### src/rtl/dbuf_tx_pkg.sv
package dbuf_tx_pkg;

  typedef enum logic [2:0] {
    ST_IDLE,
    ST_START,
    ST_DATA,
    ST_EXTRA,
    ST_STOP1,
    ST_STOP2
  } txState_e;

  typedef enum logic [1:0] {
    LINE_MARK,
    LINE_SPACE,
    LINE_DATA,
    LINE_EXTRA
  } lineSel_e;

  typedef struct packed {
    logic     holdWr;
    logic     loadShift;
    logic     shiftStep;
    lineSel_e lineSel;
  } txStrobe_t;

endpackage

### src/rtl/dbuf_tx_dpath.sv
module dbuf_tx_dpath
  import dbuf_tx_pkg::*;
#(
  parameter int DATA_W = 8
) (
  input  logic              clk,
  input  logic              rstN,
  input  txStrobe_t         strobe,
  input  logic [DATA_W-1:0] wrData,
  input  logic              shortWord,
  input  logic              parityOn,
  input  logic              parityOdd,
  input  logic              mpMode,
  input  logic              mpBit,
  input  logic              twoStop,
  output logic              txLine,
  output logic              shortCap,
  output logic              extraOnCap,
  output logic              twoStopCap
);

  localparam logic [DATA_W-1:0] FULL_MASK  = {DATA_W{1'b1}};
  localparam logic [DATA_W-1:0] SHORT_MASK = {1'b0, {(DATA_W-1){1'b1}}};

  logic [DATA_W-1:0] holdReg;
  logic [DATA_W-1:0] shiftReg;
  logic [DATA_W-1:0] sendMask;
  logic              extraBit;
  logic              parityCalc;

  assign sendMask   = shortWord ? SHORT_MASK : FULL_MASK;
  assign parityCalc = (^(holdReg & sendMask)) ^ parityOdd;

  always_ff @(posedge clk) begin
    if (!rstN) begin
      holdReg <= '0;
    end else if (strobe.holdWr) begin
      holdReg <= wrData;
    end
  end

  always_ff @(posedge clk) begin
    if (!rstN) begin
      shiftReg   <= '0;
      extraBit   <= 1'b0;
      shortCap   <= 1'b0;
      extraOnCap <= 1'b0;
      twoStopCap <= 1'b0;
    end else if (strobe.loadShift) begin
      shiftReg   <= holdReg;
      extraBit   <= mpMode ? mpBit : parityCalc;
      shortCap   <= shortWord;
      extraOnCap <= mpMode | parityOn;
      twoStopCap <= twoStop;
    end else if (strobe.shiftStep) begin
      shiftReg <= {1'b0, shiftReg[DATA_W-1:1]};
    end
  end

  always_comb begin
    unique case (strobe.lineSel)
      LINE_SPACE: txLine = 1'b0;
      LINE_DATA:  txLine = shiftReg[0];
      LINE_EXTRA: txLine = extraBit;
      default:    txLine = 1'b1;
    endcase
  end


  capture_hold_chk: assert property (@(posedge clk) disable iff (!rstN)
    (strobe.lineSel == LINE_EXTRA && !strobe.loadShift) |=> $stable(extraBit));

endmodule

### src/rtl/dbuf_tx_ctrl.sv
module dbuf_tx_ctrl
  import dbuf_tx_pkg::*;
#(
  parameter int DATA_W = 8
) (
  input  logic      clk,
  input  logic      rstN,
  input  logic      txEnable,
  input  logic      baudTick,
  input  logic      wrEn,
  input  logic      shortCap,
  input  logic      extraOnCap,
  input  logic      twoStopCap,
  output txStrobe_t strobe,
  output logic      dataEmpty,
  output logic      txEnd
);

  localparam int CNT_W = $clog2(DATA_W);
  localparam logic [CNT_W-1:0] LAST_LONG  = CNT_W'(DATA_W - 1);
  localparam logic [CNT_W-1:0] LAST_SHORT = CNT_W'(DATA_W - 2);

  txState_e         state, stateNxt;
  logic [CNT_W-1:0] bitCnt, cntNxt;
  logic [CNT_W-1:0] lastIdx;
  logic             loadNow;
  logic             enterFinal;
  logic             emptyQ, endQ;

  assign lastIdx = shortCap ? LAST_SHORT : LAST_LONG;

  always_comb begin
    stateNxt   = state;
    cntNxt     = bitCnt;
    loadNow    = 1'b0;
    enterFinal = 1'b0;
    if (baudTick && txEnable) begin
      unique case (state)
        ST_IDLE: begin
          if (!emptyQ) begin
            loadNow  = 1'b1;
            stateNxt = ST_START;
          end
        end
        ST_START: begin
          stateNxt = ST_DATA;
          cntNxt   = '0;
        end
        ST_DATA: begin
          if (bitCnt == lastIdx) begin
            if (extraOnCap) begin
              stateNxt = ST_EXTRA;
            end else begin
              stateNxt   = ST_STOP1;
              enterFinal = !twoStopCap;
            end
          end else begin
            cntNxt = bitCnt + 1'b1;
          end
        end
        ST_EXTRA: begin
          stateNxt   = ST_STOP1;
          enterFinal = !twoStopCap;
        end
        ST_STOP1: begin
          if (twoStopCap) begin
            stateNxt   = ST_STOP2;
            enterFinal = 1'b1;
          end else if (!emptyQ) begin
            loadNow  = 1'b1;
            stateNxt = ST_START;
          end else begin
            stateNxt = ST_IDLE;
          end
        end
        ST_STOP2: begin
          if (!emptyQ) begin
            loadNow  = 1'b1;
            stateNxt = ST_START;
          end else begin
            stateNxt = ST_IDLE;
          end
        end
        default: stateNxt = ST_IDLE;
      endcase
    end
  end

  always_ff @(posedge clk) begin
    if (!rstN || !txEnable) begin
      state  <= ST_IDLE;
      bitCnt <= '0;
      emptyQ <= 1'b1;
      endQ   <= 1'b1;
    end else begin
      state  <= stateNxt;
      bitCnt <= cntNxt;
      if (wrEn) begin
        emptyQ <= 1'b0;
      end else if (loadNow) begin
        emptyQ <= 1'b1;
      end
      if (wrEn) begin
        endQ <= 1'b0;
      end else if (enterFinal && emptyQ) begin
        endQ <= 1'b1;
      end
    end
  end

  always_comb begin
    strobe.holdWr    = wrEn & txEnable;
    strobe.loadShift = loadNow;
    strobe.shiftStep = baudTick & txEnable & (state == ST_DATA);
    unique case (state)
      ST_START: strobe.lineSel = LINE_SPACE;
      ST_DATA:  strobe.lineSel = LINE_DATA;
      ST_EXTRA: strobe.lineSel = LINE_EXTRA;
      default:  strobe.lineSel = LINE_MARK;
    endcase
  end

  assign dataEmpty = emptyQ;
  assign txEnd     = endQ;


  start_one_slot_chk: assert property (@(posedge clk) disable iff (!rstN)
    (state == ST_START && baudTick && txEnable) |=> (state == ST_DATA));


  write_clears_chk: assert property (@(posedge clk) disable iff (!rstN)
    (wrEn && txEnable) |=> (!dataEmpty && !txEnd));


  end_in_stop_chk: assert property (@(posedge clk) disable iff (!rstN)
    ($rose(txEnd) && $past(txEnable)) |-> (state == ST_STOP1 || state == ST_STOP2));


  second_stop_chk: assert property (@(posedge clk) disable iff (!rstN)
    (state == ST_STOP2) |-> twoStopCap);


  data_count_chk: assert property (@(posedge clk) disable iff (!rstN)
    (state == ST_DATA) |-> (bitCnt <= lastIdx));

endmodule

### src/rtl/dbuf_serial_tx.sv
module dbuf_serial_tx
  import dbuf_tx_pkg::*;
#(
  parameter int DATA_W = 8
) (
  input  logic              clk,
  input  logic              rstN,
  input  logic              txEnable,
  input  logic              baudTick,
  input  logic              wrEn,
  input  logic [DATA_W-1:0] wrData,
  input  logic              shortWord,
  input  logic              parityOn,
  input  logic              parityOdd,
  input  logic              mpMode,
  input  logic              mpBit,
  input  logic              twoStop,
  input  logic              emptyIntEn,
  input  logic              endIntEn,
  output logic              txLine,
  output logic              dataEmpty,
  output logic              txEnd,
  output logic              emptyIrq,
  output logic              endIrq
);

  txStrobe_t strobe;
  logic      shortCap, extraOnCap, twoStopCap;

  dbuf_tx_ctrl #(.DATA_W(DATA_W)) uCtrl (
    .clk       (clk),
    .rstN      (rstN),
    .txEnable  (txEnable),
    .baudTick  (baudTick),
    .wrEn      (wrEn),
    .shortCap  (shortCap),
    .extraOnCap(extraOnCap),
    .twoStopCap(twoStopCap),
    .strobe    (strobe),
    .dataEmpty (dataEmpty),
    .txEnd     (txEnd)
  );

  dbuf_tx_dpath #(.DATA_W(DATA_W)) uDpath (
    .clk       (clk),
    .rstN      (rstN),
    .strobe    (strobe),
    .wrData    (wrData),
    .shortWord (shortWord),
    .parityOn  (parityOn),
    .parityOdd (parityOdd),
    .mpMode    (mpMode),
    .mpBit     (mpBit),
    .twoStop   (twoStop),
    .txLine    (txLine),
    .shortCap  (shortCap),
    .extraOnCap(extraOnCap),
    .twoStopCap(twoStopCap)
  );

  assign emptyIrq = dataEmpty & emptyIntEn;
  assign endIrq   = txEnd & endIntEn;


  disabled_idle_chk: assert property (@(posedge clk) disable iff (!rstN)
    !txEnable |=> (txLine && dataEmpty && txEnd));


  no_tick_stable_chk: assert property (@(posedge clk) disable iff (!rstN)
    (txEnable && !baudTick) |=> $stable(txLine));

endmodule

### config.mk
export PLATFORM = sky130hd
export DESIGN_NAME = dbuf_serial_tx
export DESIGN_NICKNAME = d
export VERILOG_FILES = /design/src/rtl/dbuf_tx_pkg.sv /design/src/rtl/dbuf_tx_dpath.sv /design/src/rtl/dbuf_tx_ctrl.sv /design/src/rtl/dbuf_serial_tx.sv
export SDC_FILE = /design/constraint.sdc
export NUM_CORES = 1
export LEC_CHECK = 0
export CAP_MARGIN = 5
export CORE_MARGIN = 3
export CORE_UTILIZATION = 46
export CTS_CLUSTER_SIZE = 30
export DETAILED_ROUTE_END_ITERATION = 12
export GPL_TIMING_DRIVEN = 0
export PLACE_DENSITY = 0.74
export REMOVE_ABC_BUFFERS = 1
export SYNTH_ARGS = -nofsm -noshare
export SYNTH_HDL_FRONTEND = slang
export SYNTH_SLANG_ARGS = --single-unit
### constraint.sdc
create_clock -name clk -period 1.7 [get_ports clk]
set_clock_uncertainty 0.15 [all_clocks]
set_input_delay 0.255 -clock clk [delete_from_list [all_inputs] [get_ports clk]]
set_output_delay 0.255 -clock clk [all_outputs]
set_load 0.02 [all_outputs]
==> results.ini <==
[placement]
place_hpwl_mm=2.19
dp.cells=212
io_buffer_count=25
post-place-ws_ns=-1.32
gp_congestion=0.803

[sta]
min_period_ns=1.71
hold_ws_ns=0.190
tns_ns=-0.0127
setup_slack_ns=-0.0127
drv_slew=0
max_freq_mhz=584
rsz0062_at_grt=yes
final_hold_viol_count=0
relSlewSlack_pct=60.5
min_period_over_period_pct=101
tightest_slew_ns=0.591
setup_viol=1

[detailed_routing]
drt-total-wl_mm=3.46
drtIter0Drc=76
firstDrtPassIters=4
antenna_left=0
routedWlPerCell_um=14.8
vias=1325
via_per_inst=5.66
drcViolationCount=0

[synth]
yosys.area_share.simple_pct=25.0
synth-xor-area-share_pct=5.85
synthCells=164
synth_area_per_cell_um2=8.74
synth_commonest_cells=dfxtp_1, nand2_1, nor2_1
syn-cell-area_um2=1430
synth_edf_count=0
synth.top_cell.area_share_pct=39.1
yosysMostFrequentCell=dfxtp_1
async_flop_share_pct=0
synthMuxAreaShare_pct=2.79
synth.distinct_cells=41
yosysWarnings=0
ys_seq_area_share_pct=39.1
synth_top_cell_by_area=dfxtp_1
synth_top_family_by_area=simple AND/OR/NAND/NOR gates
synth_compound_area_share_pct=22.7
ys_ff_latch=28
synth_area_leaders=dfxtp_1, nand2_1, a21boi_2
synthFlopType=dfxtp_1
synthAdderAreaFrac_pct=0.873

[power]
pwr-share-comb_pct=14.3
p_per_area_nw_per_um2=665
p_int_uw=1010
clkPwrFrac_pct=33.4
p_sw_uw=292
leakagePower_uw=0.000762
power_frac_seq_pct=52.3
sw_frac_of_total_pct=22.4
irDropWorstVdd_uv=370

[clocking]
cts-buffers-inserted=3
clk_pin_slew_ns=0.15
cts_sinks=28
clkLatencyLatePin_ns=0.33
cts_root_buf=clkbuf_4
cts_hold_buf=0
h-tree-depth=1
cts_tree=yes
clk_path_buf_depth=2

[setup_path]
worstPathMaxFanout=8
crit_start=uCtrl.state[1]
r2r-start=uCtrl.state[1]
worstPathArrival_ns=1.80
worstSetupPathType=register to register
rr_endpoint=uDpath.shortCap
worstPathRequired_ns=1.79
r2r_slack_ns=-0.01
cp-start-kind=register
reg2reg_depth=6
end_kind=register
cp-endpoint=uDpath.shortCap

[status]
violations=negative setup slack
status=complete, but fails checks

[global_route]
grt_pass1_vias=1245
grt_pass1_wl_mm=5.60
grt_usage_pct=19.6
antenna_found_initial=0
grt_max_degree=22
grt.overflow.total=0

[cells_and_area]
drive_gt1_share_pct=26.1
fin_cells=234
syn_to_final_growth_pct=36.6
antenna_cells=0
final_nets=226
fill_cells=217

[floorplanning]
die_width_um=61.8
initial_core_util_pct=50.3
core-area_um2=2850
die_area_um2=3820
die_height_um=61.8
rows=19
pin_count=26

[run]
maxCapViolCount=0

[min_path]
hp-class=input port to register

-- worst max-delay path: stages, from the launching register on --
cell,delay [ns]
dfxtp_4,0.40
nand3b_1,0.23
nor4_4,0.27
buf_4,0.19
buf_6,0.12
mux2i_1,0.20
nor2b_1,0.07
-- cells in the final DEF, fill, tap and decap left out, drive strengths merged, types with 6 or more instances in the layout --
cell type,netlist,layout
nand2,24,24
dfxtp,28,28
o21ai,7,7
nand3,9,9
a21oi,6,6
buf,2,19
a22oi,6,6
a21boi,14,14
nor2,10,10
clkdlybuf4s50,0,17
nor2b,6,6
-- how the worst min path moves through the flow --
stage | cells past startpoint | from | to
finish | 3 | txEnable | uDpath.holdReg[6]
global route | 3 | txEnable | uDpath.holdReg[4]
CTS | 3 | wrData[6] | uDpath.holdReg[6]
detailed placement | 2 | uDpath.shiftReg[2] | uDpath.shiftReg[2]
global placement | 2 | uDpath.shiftReg[3] | uDpath.shiftReg[3]
floorplan | 1 | wrEn | uCtrl.dataEmpty
-- what timing repair did --
action | in CTS | in global routing
resized for setup | 25 | 19
endpoints found under the setup margin | 21 | 9
buffers inserted | 14 | 4
pin swaps | 3 | 3
-- through the flow --
stage               area, um^2  util (%)  total power (uW)
floorplan                 1390         -               778
global placement          1680      58.9               862
detailed placement        1680      58.9               867
CTS                       1860      65.4              1310
global route              1960      68.7              1350
finish                    1960      68.7              1300
-- power groups by stage --
| stage | logic, uW | clock network [uW] | registers [uW] |
|---|---|---|---|
| 3_5_place_dp | 167 | 0 | 699 |
| 4_1_cts | 171 | 458 | 680 |
| 5_1_grt | 202 | 468 | 684 |
| 2_1_floorplan | 80.5 | 0 | 698 |
| 3_3_place_gp | 163 | 0 | 699 |
| 6_report | 186 | 436 | 681 |
-- sequential cells by signal (all words and copies together), names as in the netlist --
| signal | flops |
|---|---|
| uDpath.holdReg | 8 |
| uDpath.shiftReg | 8 |
| uCtrl.bitCnt | 3 |
| uCtrl.state | 3 |
| uCtrl.dataEmpty | 1 |
| uCtrl.txEnd | 1 |
| uDpath.extraBit | 1 |
| uDpath.extraOnCap | 1 |
| uDpath.shortCap | 1 |
| uDpath.twoStopCap | 1 |
-- area by class of cell --
type | instances | area [um^2] | area share, %
Multi-Input combinational cell | 125 | 896 | 45.7
Sequential cell | 28 | 578 | 29.5
Timing Repair Buffer | 43 | 383 | 19.5
Tap cell | 31 | 38.8 | 1.98
Clock inverter | 1 | 30.0 | 1.53
Clock buffer | 3 | 22.5 | 1.15
Inverter | 3 | 11.3 | 0.575
-- layer usage --
| metal | global-route usage, % | vias to the layer above | wire length (um) | share of wire (%) |
|---|---|---|---|---|
| li1 | - | 659 | - | - |
| met3 | 3.51 | 2 | 151 | 4.4 |
| met5 | 0 | - | 0 | 0 |
| met2 | 32.6 | 38 | 1700 | 49 |
| met1 | 25.8 | 626 | 1580 | 46 |
| met4 | 6.06 | 0 | 20 | 0.58 |
-- kinds of logic after synthesis --
family,Yosys count
compound gates,44
xor+xnor,8
fa+ha+maj,1
buf+inv,11
flops,28
mux,4
simple gates,68
Note: power is estimated with default switching activity, not from simulation.
